### src/rtl/alu8_pkg.sv
package alu8_pkg;

  localparam int unsigned OPC_W = 8;

  localparam logic [OPC_W-1:0] OPC_ADD = 8'hA0;
  localparam logic [OPC_W-1:0] OPC_MUL = 8'hA2;
  localparam logic [OPC_W-1:0] OPC_CMP = 8'hA7;
  localparam logic [OPC_W-1:0] OPC_AND = 8'hA8;
  localparam logic [OPC_W-1:0] OPC_OR  = 8'hAA;
  localparam logic [OPC_W-1:0] OPC_XOR = 8'hAB;

  // status word layout, consumed by branch logic outside this block
  localparam int unsigned FLAG_W  = 3;
  localparam int unsigned FLAG_LT = 2;
  localparam int unsigned FLAG_GT = 1;
  localparam int unsigned FLAG_EQ = 0;

  typedef enum logic [2:0] {
    FN_NONE,
    FN_ADD,
    FN_AND,
    FN_OR,
    FN_XOR,
    FN_MUL,
    FN_CMP
  } aluFn_e;

  typedef struct packed {
    aluFn_e fn;
    logic   wrStb;
    logic   cmpStb;
    logic   badStb;
  } aluStrobe_t;

endpackage

### src/rtl/alu8_ctrl.sv
module alu8_ctrl
  import alu8_pkg::*;
(
  input  logic             issue,
  input  logic [OPC_W-1:0] opCode,
  output aluStrobe_t       stb
);

  aluFn_e decFn;
  logic   known;

  always_comb begin
    known = 1'b1;
    unique case (opCode)
      OPC_ADD: decFn = FN_ADD;
      OPC_AND: decFn = FN_AND;
      OPC_OR:  decFn = FN_OR;
      OPC_XOR: decFn = FN_XOR;
      OPC_MUL: decFn = FN_MUL;
      OPC_CMP: decFn = FN_CMP;
      default: begin
        decFn = FN_NONE;
        known = 1'b0;
      end
    endcase
  end

  always_comb begin
    stb        = '0;
    stb.fn     = FN_NONE;
    if (issue) begin
      stb.fn     = decFn;
      stb.badStb = !known;
      stb.cmpStb = (decFn == FN_CMP);
      stb.wrStb  = known && (decFn != FN_CMP);
    end
  end

endmodule

### src/rtl/alu8_dpath.sv
module alu8_dpath
  import alu8_pkg::*;
#(
  parameter int unsigned DATA_W = 8
) (
  input  logic              clk,
  input  logic              rstN,
  input  aluStrobe_t        stb,
  input  logic [DATA_W-1:0] opA,
  input  logic [DATA_W-1:0] opB,
  output logic [DATA_W-1:0] result,
  output logic [FLAG_W-1:0] flags
);

  localparam int unsigned PROD_W = 2 * DATA_W;

  logic [PROD_W-1:0] prodFull;
  logic [DATA_W-1:0] rawResult;
  logic [FLAG_W-1:0] cmpWord;
  logic [FLAG_W-1:0] flagsQ;

  assign prodFull = PROD_W'(opA) * PROD_W'(opB);

  always_comb begin
    unique case (stb.fn)
      FN_ADD:  rawResult = opA + opB;
      FN_AND:  rawResult = opA & opB;
      FN_OR:   rawResult = opA | opB;
      FN_XOR:  rawResult = opA ^ opB;
      FN_MUL:  rawResult = prodFull[DATA_W-1:0];
      default: rawResult = '0;
    endcase
  end

  assign result = stb.wrStb ? rawResult : '0;

  always_comb begin
    cmpWord          = '0;
    cmpWord[FLAG_LT] = (opA < opB);
    cmpWord[FLAG_GT] = (opA > opB);
    cmpWord[FLAG_EQ] = (opA == opB);
  end

  always_ff @(posedge clk or negedge rstN) begin
    if (!rstN)          flagsQ <= '0;
    else if (stb.cmpStb) flagsQ <= cmpWord;
  end

  assign flags = flagsQ;

  p_flags_onehot_r4: assert property (@(posedge clk) disable iff (!rstN)
    $onehot0(flags));

  p_cmp_loads_one_r4: assert property (@(posedge clk) disable iff (!rstN)
    stb.cmpStb |=> ($countones(flags) == 1));

  p_cmp_equal_r4: assert property (@(posedge clk) disable iff (!rstN)
    (stb.cmpStb && (opA == opB)) |=> flags[FLAG_EQ]);

  p_flags_hold_r7: assert property (@(posedge clk) disable iff (!rstN)
    !stb.cmpStb |=> $stable(flags));

endmodule

### src/rtl/alu8_top.sv
module alu8_top
  import alu8_pkg::*;
#(
  parameter int unsigned DATA_W = 8
) (
  input  logic              clk,
  input  logic              rstN,
  input  logic              issue,
  input  logic [OPC_W-1:0]  opCode,
  input  logic [DATA_W-1:0] opA,
  input  logic [DATA_W-1:0] opB,
  output logic [DATA_W-1:0] result,
  output logic              wrEn,
  output logic [FLAG_W-1:0] flags,
  output logic              badOp
);

  aluStrobe_t stb;

  alu8_ctrl u_ctrl (
    .issue  (issue),
    .opCode (opCode),
    .stb    (stb)
  );

  alu8_dpath #(.DATA_W(DATA_W)) u_dpath (
    .clk    (clk),
    .rstN   (rstN),
    .stb    (stb),
    .opA    (opA),
    .opB    (opB),
    .result (result),
    .flags  (flags)
  );

  assign wrEn  = stb.wrStb;
  assign badOp = stb.badStb;

  p_idle_quiet_r9: assert property (@(posedge clk) disable iff (!rstN)
    !issue |-> (!wrEn && !badOp));

  p_bad_no_write_r8: assert property (@(posedge clk) disable iff (!rstN)
    badOp |-> !wrEn);

  p_bad_flags_hold_r8: assert property (@(posedge clk) disable iff (!rstN)
    badOp |=> $stable(flags));

  p_cmp_no_write_r5: assert property (@(posedge clk) disable iff (!rstN)
    (issue && (opCode == OPC_CMP)) |-> (!wrEn && !badOp));

  p_result_zero_r10: assert property (@(posedge clk) disable iff (!rstN)
    !wrEn |-> (result == '0));

endmodule

### config.mk
export PLATFORM = sky130hd
export DESIGN_NAME = alu8_top
export DESIGN_NICKNAME = d
export VERILOG_FILES = /design/src/rtl/alu8_pkg.sv /design/src/rtl/alu8_ctrl.sv /design/src/rtl/alu8_dpath.sv /design/src/rtl/alu8_top.sv
export SDC_FILE = /design/constraint.sdc
export NUM_CORES = 1
export LEC_CHECK = 0
export CAP_MARGIN = 20
export CELL_PAD_IN_SITES_DETAIL_PLACEMENT = 0
export CELL_PAD_IN_SITES_GLOBAL_PLACEMENT = 2
export CORE_MARGIN = 4
export CORE_UTILIZATION = 30
export DETAILED_ROUTE_END_ITERATION = 7
export PLACE_DENSITY_LB_ADDON = 0.08
export SETUP_SLACK_MARGIN = 0.05
export SLEW_MARGIN = 20
export SYNTH_ARGS = -nofsm -noshare
export SYNTH_HDL_FRONTEND = slang
export SYNTH_SLANG_ARGS = --single-unit
### constraint.sdc
create_clock -name clk -period 5.7 [get_ports clk]
set_clock_uncertainty 0.1 [all_clocks]
set_input_delay 0.855 -clock clk [delete_from_list [all_inputs] [get_ports clk]]
set_output_delay 0.855 -clock clk [all_outputs]
set_load 0.01 [all_outputs]
==> flow_summary.json, run 1 <==
{
  "outcome": "complete, no violations",
  "r2r_end": "u_dpath.flags[0]",
  "syn_inst": 236,
  "synth_enable_flop_cells": 0,
  "ctsHoldBuffers": 0,
  "die_y_um": 87.6,
  "cap_violations": 0,
  "diodes": 0,
  "drive_gt1_share_pct": 21.1,
  "largest_reg_flops": 3,
  "regArea_um2": 75.1,
  "grt_max_degree": 10,
  "clkTransAtPathRegs_ps": 30,
  "worst_pin_slew_ps": 626,
  "cp-end-kind": "output port",
  "hold_end": "u_dpath.flags[1]",
  "slew_violations": 0,
  "fin_util_pct": 46.1,
  "hold_path_depth": 2,
  "ant_nets": 0,
  "synth_seq_area_share_pct": 3.95,
  "max_freq_mhz": 181,
  "insertion_delay_ps": 220,
  "cts_buffers": 3,
  "wl_met2_um": 2630,
  "die_area_um2": 7670,
  "layout_setup_ws_ps": 183,
  "cellPowerDensity_nw_per_um2": 135,
  "synth_area_um2": 1900,
  "r2r_cells": 1,
  "min_period_over_period_pct": 96.8,
  "ys_warn_count": 0,
  "worstPathArrival_ps": 4560,
  "drt_pass1_iterations": 4,
  "hold_start": "u_dpath.flags[1]",
  "slew_headroom_pct": 58.0,
  "routed.top_layer": "met3",
  "reg2reg_slack_ps": 4860,
  "h-tree-depth": 1,
  "numClockSinks": 3,
  "reg2reg_from": "u_dpath.flags[0]",
  "multi_input_area_um2": 1710,
  "cts_max_path_buffers": 2,
  "place_hpwl_um": 4950,
  "hold_path_class": "flop to flop",
  "placed_cells": 388,
  "die_x_um": 87.6,
  "core_area_um2": 6030,
  "cp.required_ps": 4740,
  "grt_first_pass_wirelength_um": 8890,
  "fin_nets": 398,
  "crit_fanout": 2,
  "fillCellCount": 625,
  "port_buffers": 39,
  "initial_utilization_pct": 31.5,
  "cts_setup_buffers": 0,
  "drt_iter0_markers": 54,
  "synth-main-ff-cell": "dfrtp_1",
  "gp_congestion": 0.861,
  "crit_start": "opA[4]",
  "antenna_found_initial": 0,
  "num_rows": 28,
  "tns_ps": 0,
  "drc": 0,
  "avgSynthCellArea_um2": 8.05,
  "startpoint_type": "primary input",
  "p_leak_nw": 1.39,
  "post-route-min-period_ps": 5520,
  "grt_usage_pct": 14.7,
  "yosys.cell_types.count": 39,
  "tritoncts": "done",
  "via_per_inst": 4.65,
  "rsz0062_at_grt": "no",
  "num_io_pins": 40,
  "vias": 1823,
  "ys_async_sr_fraction_pct": 100,
  "syn-num-nets": 316,
  "route.layer.met1.wl_um": 2680,
  "pre_cts_ws_ps": -549,
  "finalSetupViolations": 0,
  "synth-seq-cells": 3,
  "grt_pass1_vias": 1864,
  "wl_met3_um": 218,
  "stdcell_count": 392,
  "path_class": "primary input to output port",
  "wl_per_cell_um": 14.1,
  "hold_violations": 0,
  "grt-ovfl-total": 0,
  "routed_wl_um": 5530,
  "synthToLayoutAreaGrowth_pct": 46.0,
  "vdd_drop_max_v": 0.0000841,
  "cts-root-buf": "clkbuf_8"
}
## kinds of logic after synthesis
logic type      synth area share [%]
compound gates                  16.9
xor+xnor                        9.22
fa+ha+maj                       40.0
flops                           3.95
buf+inv                         9.74
simple gates                    18.4
mux                             1.71
## per-layer routing
layer  up-vias  track usage (%)
met4         0            0.976
li1        954                -
met2        43             24.5
met5         -                0
met1       826             21.2
met3         0             1.98
## through the flow
stage	hold WS [ps]	power, W	instance area, µm²
floorplan	415	0.000187	1900
global placement	362	0.000294	2670
detailed placement	370	0.000295	2670
CTS	377	0.000369	2730
global route	412	0.000413	2780
finish	374	0.000375	2780
## cell type report
| type | count | area share [%] |
|---|---|---|
| multi-input cells | 186 | 61.5 |
| repair buffers | 79 | 24.7 |
| inverters | 45 | 6.09 |
| well taps | 75 | 3.38 |
| flip-flops and latches | 3 | 2.71 |
| clock buffers | 4 | 1.62 |
## power by group
| part | leakage, nW | switching, W | total (W) | internal, W |
|---|---|---|---|---|
| logic | 1.33 | 0.000148 | 0.000290 | 0.000141 |
| clock network | 0.0228 | 0.0000147 | 0.0000625 | 0.0000478 |
| registers | 0.0416 | 0.000000349 | 0.0000226 | 0.0000222 |
## cells in the final DEF (no fill, tap or decap), drive strengths merged, types with 6 or more instances in the layout
cell type | netlist | layout
a21o | 7 | 7
xnor2 | 16 | 16
a221o | 6 | 6
nand2 | 24 | 24
a21oi | 7 | 7
clkdlybuf4s50 | 0 | 29
o21ai | 10 | 10
fa | 13 | 13
inv | 45 | 45
buf | 2 | 40
nor2 | 23 | 23
ha | 40 | 40
## Yosys cell counts, drive strengths merged, types with 2 or more instances
cell type,n,area (µm²)
o211ai,4,30.0
o21ai,10,50.1
or4,2,15.0
inv,45,169
a22oi,4,30.0
nor3,3,20.0
a21oi,7,38.8
fa,13,260
a221oi,2,17.5
ha,40,500
dfrtp,3,75.1
a21o,7,52.6
nand2,24,90.1
buf,2,16.3
xor2,4,35.0
xnor2,16,140
or3,2,12.5
nand3,5,25.0
a221o,6,61.3
nor2,23,93.8
mux2,2,22.5
## worst max-delay path: stages
cell and delay [ps]:
clkdlybuf4s50_1 480, nand2_1 70, fa_1 470, inv_1 60
ha_4 210, fa_1 520, inv_1 50, fa_1 530
inv_1 60, ha_4 250, a21oi_2 140, xnor2_1 140
xnor2_1 140, a221o_1 340, clkdlybuf4s15_2 230
## timing repair
item / CTS / global route
pin swaps: 3 / 7
gates resized for setup: 19 / 12
setup endpoints to repair: 4 / 3
## worst max-delay path by stage
| stage | depth (start not counted) | end | slack [ps] |
|---|---|---|---|
| after CTS | 16 | result[7] | 70 |
| after global placement | 16 | result[7] | -490 |
| after detailed placement | 16 | result[7] | -550 |
| after global routing | 16 | result[7] | 50 |
| after floorplan | 14 | result[7] | 660 |
| final | 15 | result[7] | 180 |
(Power assumes the default switching activity.)
==> run 2, diff against run 1 <==
--- a/config.mk
+++ b/config.mk
@@ -12,8 +12,10 @@
 export CORE_UTILIZATION = 30
 export DETAILED_ROUTE_END_ITERATION = 7
 export PLACE_DENSITY_LB_ADDON = 0.08
+export REMOVE_ABC_BUFFERS = 1
 export SETUP_SLACK_MARGIN = 0.05
 export SLEW_MARGIN = 20
 export SYNTH_ARGS = -nofsm -noshare
 export SYNTH_HDL_FRONTEND = slang
 export SYNTH_SLANG_ARGS = --single-unit
+export TNS_END_PERCENT = 30
==> run 2 against run 1 <==
Against the previous run:
- via count is 1.6% higher
- utilization is 1.5 points lower
- critical path type unchanged
- critical endpoint unchanged
- critical path depth is 1 higher
- fmax is 1.6% higher
- worst setup slack better by 88 ps
- first-iteration DRC count is 52% higher
- highest routed layer is now met4
- sequential cell count stayed put
==> flow_summary.json, run 2 (synthesized netlist as in run 1, its figures left out) <==
{
  "outcome": "complete, no violations",
  "cellPowerDensity_nw_per_um2": 137,
  "slew_violations": 0,
  "crit_fanout": 3,
  "synthToLayoutAreaGrowth_pct": 41.3,
  "max_freq_mhz": 184,
  "p_leak_nw": 1.37,
  "power_w": 0.000367,
  "num_io_pins": 40,
  "min_period_over_period_pct": 95.2,
  "worst_pin_slew_ps": 624,
  "worstPathArrival_ps": 4470,
  "grt-ovfl-total": 0,
  "finalSetupViolations": 0,
  "vias": 1852,
  "largest_reg_flops": 3,
  "placed_cells": 381,
  "tritoncts": "done",
  "fillCellCount": 635,
  "hold_violations": 0,
  "die_x_um": 87.6,
  "hold_path_class": "flop to flop",
  "via_per_inst": 4.81,
  "diodes": 0,
  "die_area_um2": 7670,
  "cp.required_ps": 4740,
  "port_buffers": 39,
  "numClockSinks": 3,
  "cts_max_path_buffers": 2,
  "grt_first_pass_wirelength_um": 8870,
  "cts_setup_buffers": 0,
  "cp-end-kind": "output port",
  "fin_nets": 391,
  "drt_iter0_markers": 82,
  "gp_congestion": 0.867,
  "place_hpwl_um": 4890,
  "wl_per_cell_um": 14.3,
  "antenna_found_initial": 0,
  "cap_violations": 0,
  "grt_pass1_vias": 1797,
  "drc": 0,
  "ant_nets": 0,
  "vdd_drop_max_v": 0.0000787,
  "initial_utilization_pct": 31.5,
  "core_area_um2": 6030,
  "stdcell_count": 385,
  "routed_wl_um": 5510,
  "final_cell_mix": "45 x inv_1, 38 x ha_1, 33 x buf_4",
  "die_y_um": 87.6,
  "cts-root-buf": "clkbuf_8",
  "pre_cts_ws_ps": -594,
  "drt_pass1_iterations": 4,
  "grt_max_degree": 10,
  "insertion_delay_ps": 210,
  "layout_commonest_cell": "inv_1",
  "startpoint_type": "primary input",
  "cts_buffers": 3,
  "h-tree-depth": 1,
  "path_class": "primary input to output port",
  "fin_util_pct": 44.6,
  "post-route-min-period_ps": 5430,
  "slew_headroom_pct": 58.2,
  "rsz0062_at_grt": "no",
  "num_rows": 28,
  "drive_gt1_share_pct": 19.4,
  "grt_usage_pct": 14.7,
  "clkTransAtPathRegs_ps": 30,
  "layout_setup_ws_ps": 272
}
-- run 2: changes by cell type in the layout (fill, tap and decap cells not counted), sizes merged --
cell           delta
buf               -7
clkbuf            +4
clkdlybuf4s15     -3
clkdlybuf4s50     -1
dlygate4sd2       -1
dlymetal6s2s      +1
-- run 2: critical path, stage by stage --
cell           delay [ps]
dlygate4sd2_1         250
ha_2                  200
inv_1                  50
fa_1                  500
inv_1                  40
ha_1                  300
fa_1                  540
inv_1                  60
fa_2                  550
inv_1                  60
ha_4                  250
a21oi_4               170
xnor2_2               140
xnor2_1                90
a221o_1               300
clkbuf_2              130
-- run 2: routing by layer --
layer  vias up  track usage (%)  share of wire [%]
li1        943                -                  -
met1       867             20.3                 47
met2        40             25.8                 48
met3         2            0.941                5.0
met4         0             2.09               0.49
met5         -                0                  0
-- run 2: area by class of cell --
| class | instances | area [µm²] | area share, % |
|---|---|---|---|
| tap | 75 | 93.8 | 3.49 |
| timing repair buffer | 72 | 611 | 22.7 |
| sequential | 3 | 75.1 | 2.80 |
| clock buffer | 4 | 45.0 | 1.68 |
| inverter | 45 | 169 | 6.29 |
| multi-input combinational | 186 | 1690 | 63.0 |
-- run 2: worst paths after layout --
path | slack [ps] | cells past startpoint | from | to
worst max-delay path | 270 | 16 | opB[3] | result[7]
worst min-delay path | 380 | 2 | u_dpath.flags[1] | u_dpath.flags[1]
worst max register to register | 4840 | 1 | u_dpath.flags[2] | u_dpath.flags[2]
worst min register to register | 380 | 2 | u_dpath.flags[1] | u_dpath.flags[1]
max in group asynchronous | 4620 | 1 | rstN | u_dpath.flags[0]
min in group asynchronous | 730 | 1 | rstN | u_dpath.flags[1]
-- run 2: repair_timing --
action | 4_1_cts | 5_1_grt
resized for setup | 16 | 16
setup endpoints to repair | 4 | 3
pin swaps | 2 | 6
hold buffers | 0 | 0
-- run 2: power breakdown --
part	switching (W)	leakage (nW)	internal, W
clock	0.0000141	0.0228	0.0000477
sequential	0.000000456	0.0416	0.0000222
combinational	0.000144	1.31	0.000139
total	0.000158	1.37	0.000209
-- run 2: through the flow --
| stage | area, µm² | TNS [ps] | hold slack, ps |
|---|---|---|---|
| 2_1_floorplan | 1880 | 0 | 415 |
| 3_3_place_gp | 2620 | -1350 | 374 |
| 3_5_place_dp | 2620 | -1390 | 381 |
| 4_1_cts | 2680 | 0 | 388 |
| 5_1_grt | 2690 | 0 | 433 |
| 6_report | 2690 | 0 | 380 |
==> run 3, diff against run 2 <==
--- a/config.mk
+++ b/config.mk
@@ -12,7 +12,6 @@
 export CORE_UTILIZATION = 30
 export DETAILED_ROUTE_END_ITERATION = 7
 export PLACE_DENSITY_LB_ADDON = 0.08
-export REMOVE_ABC_BUFFERS = 1
 export SETUP_SLACK_MARGIN = 0.05
 export SLEW_MARGIN = 20
 export SYNTH_ARGS = -nofsm -noshare
==> results of run 3 <==
The final DEF is identical to that of run 1; final timing and power are the same.
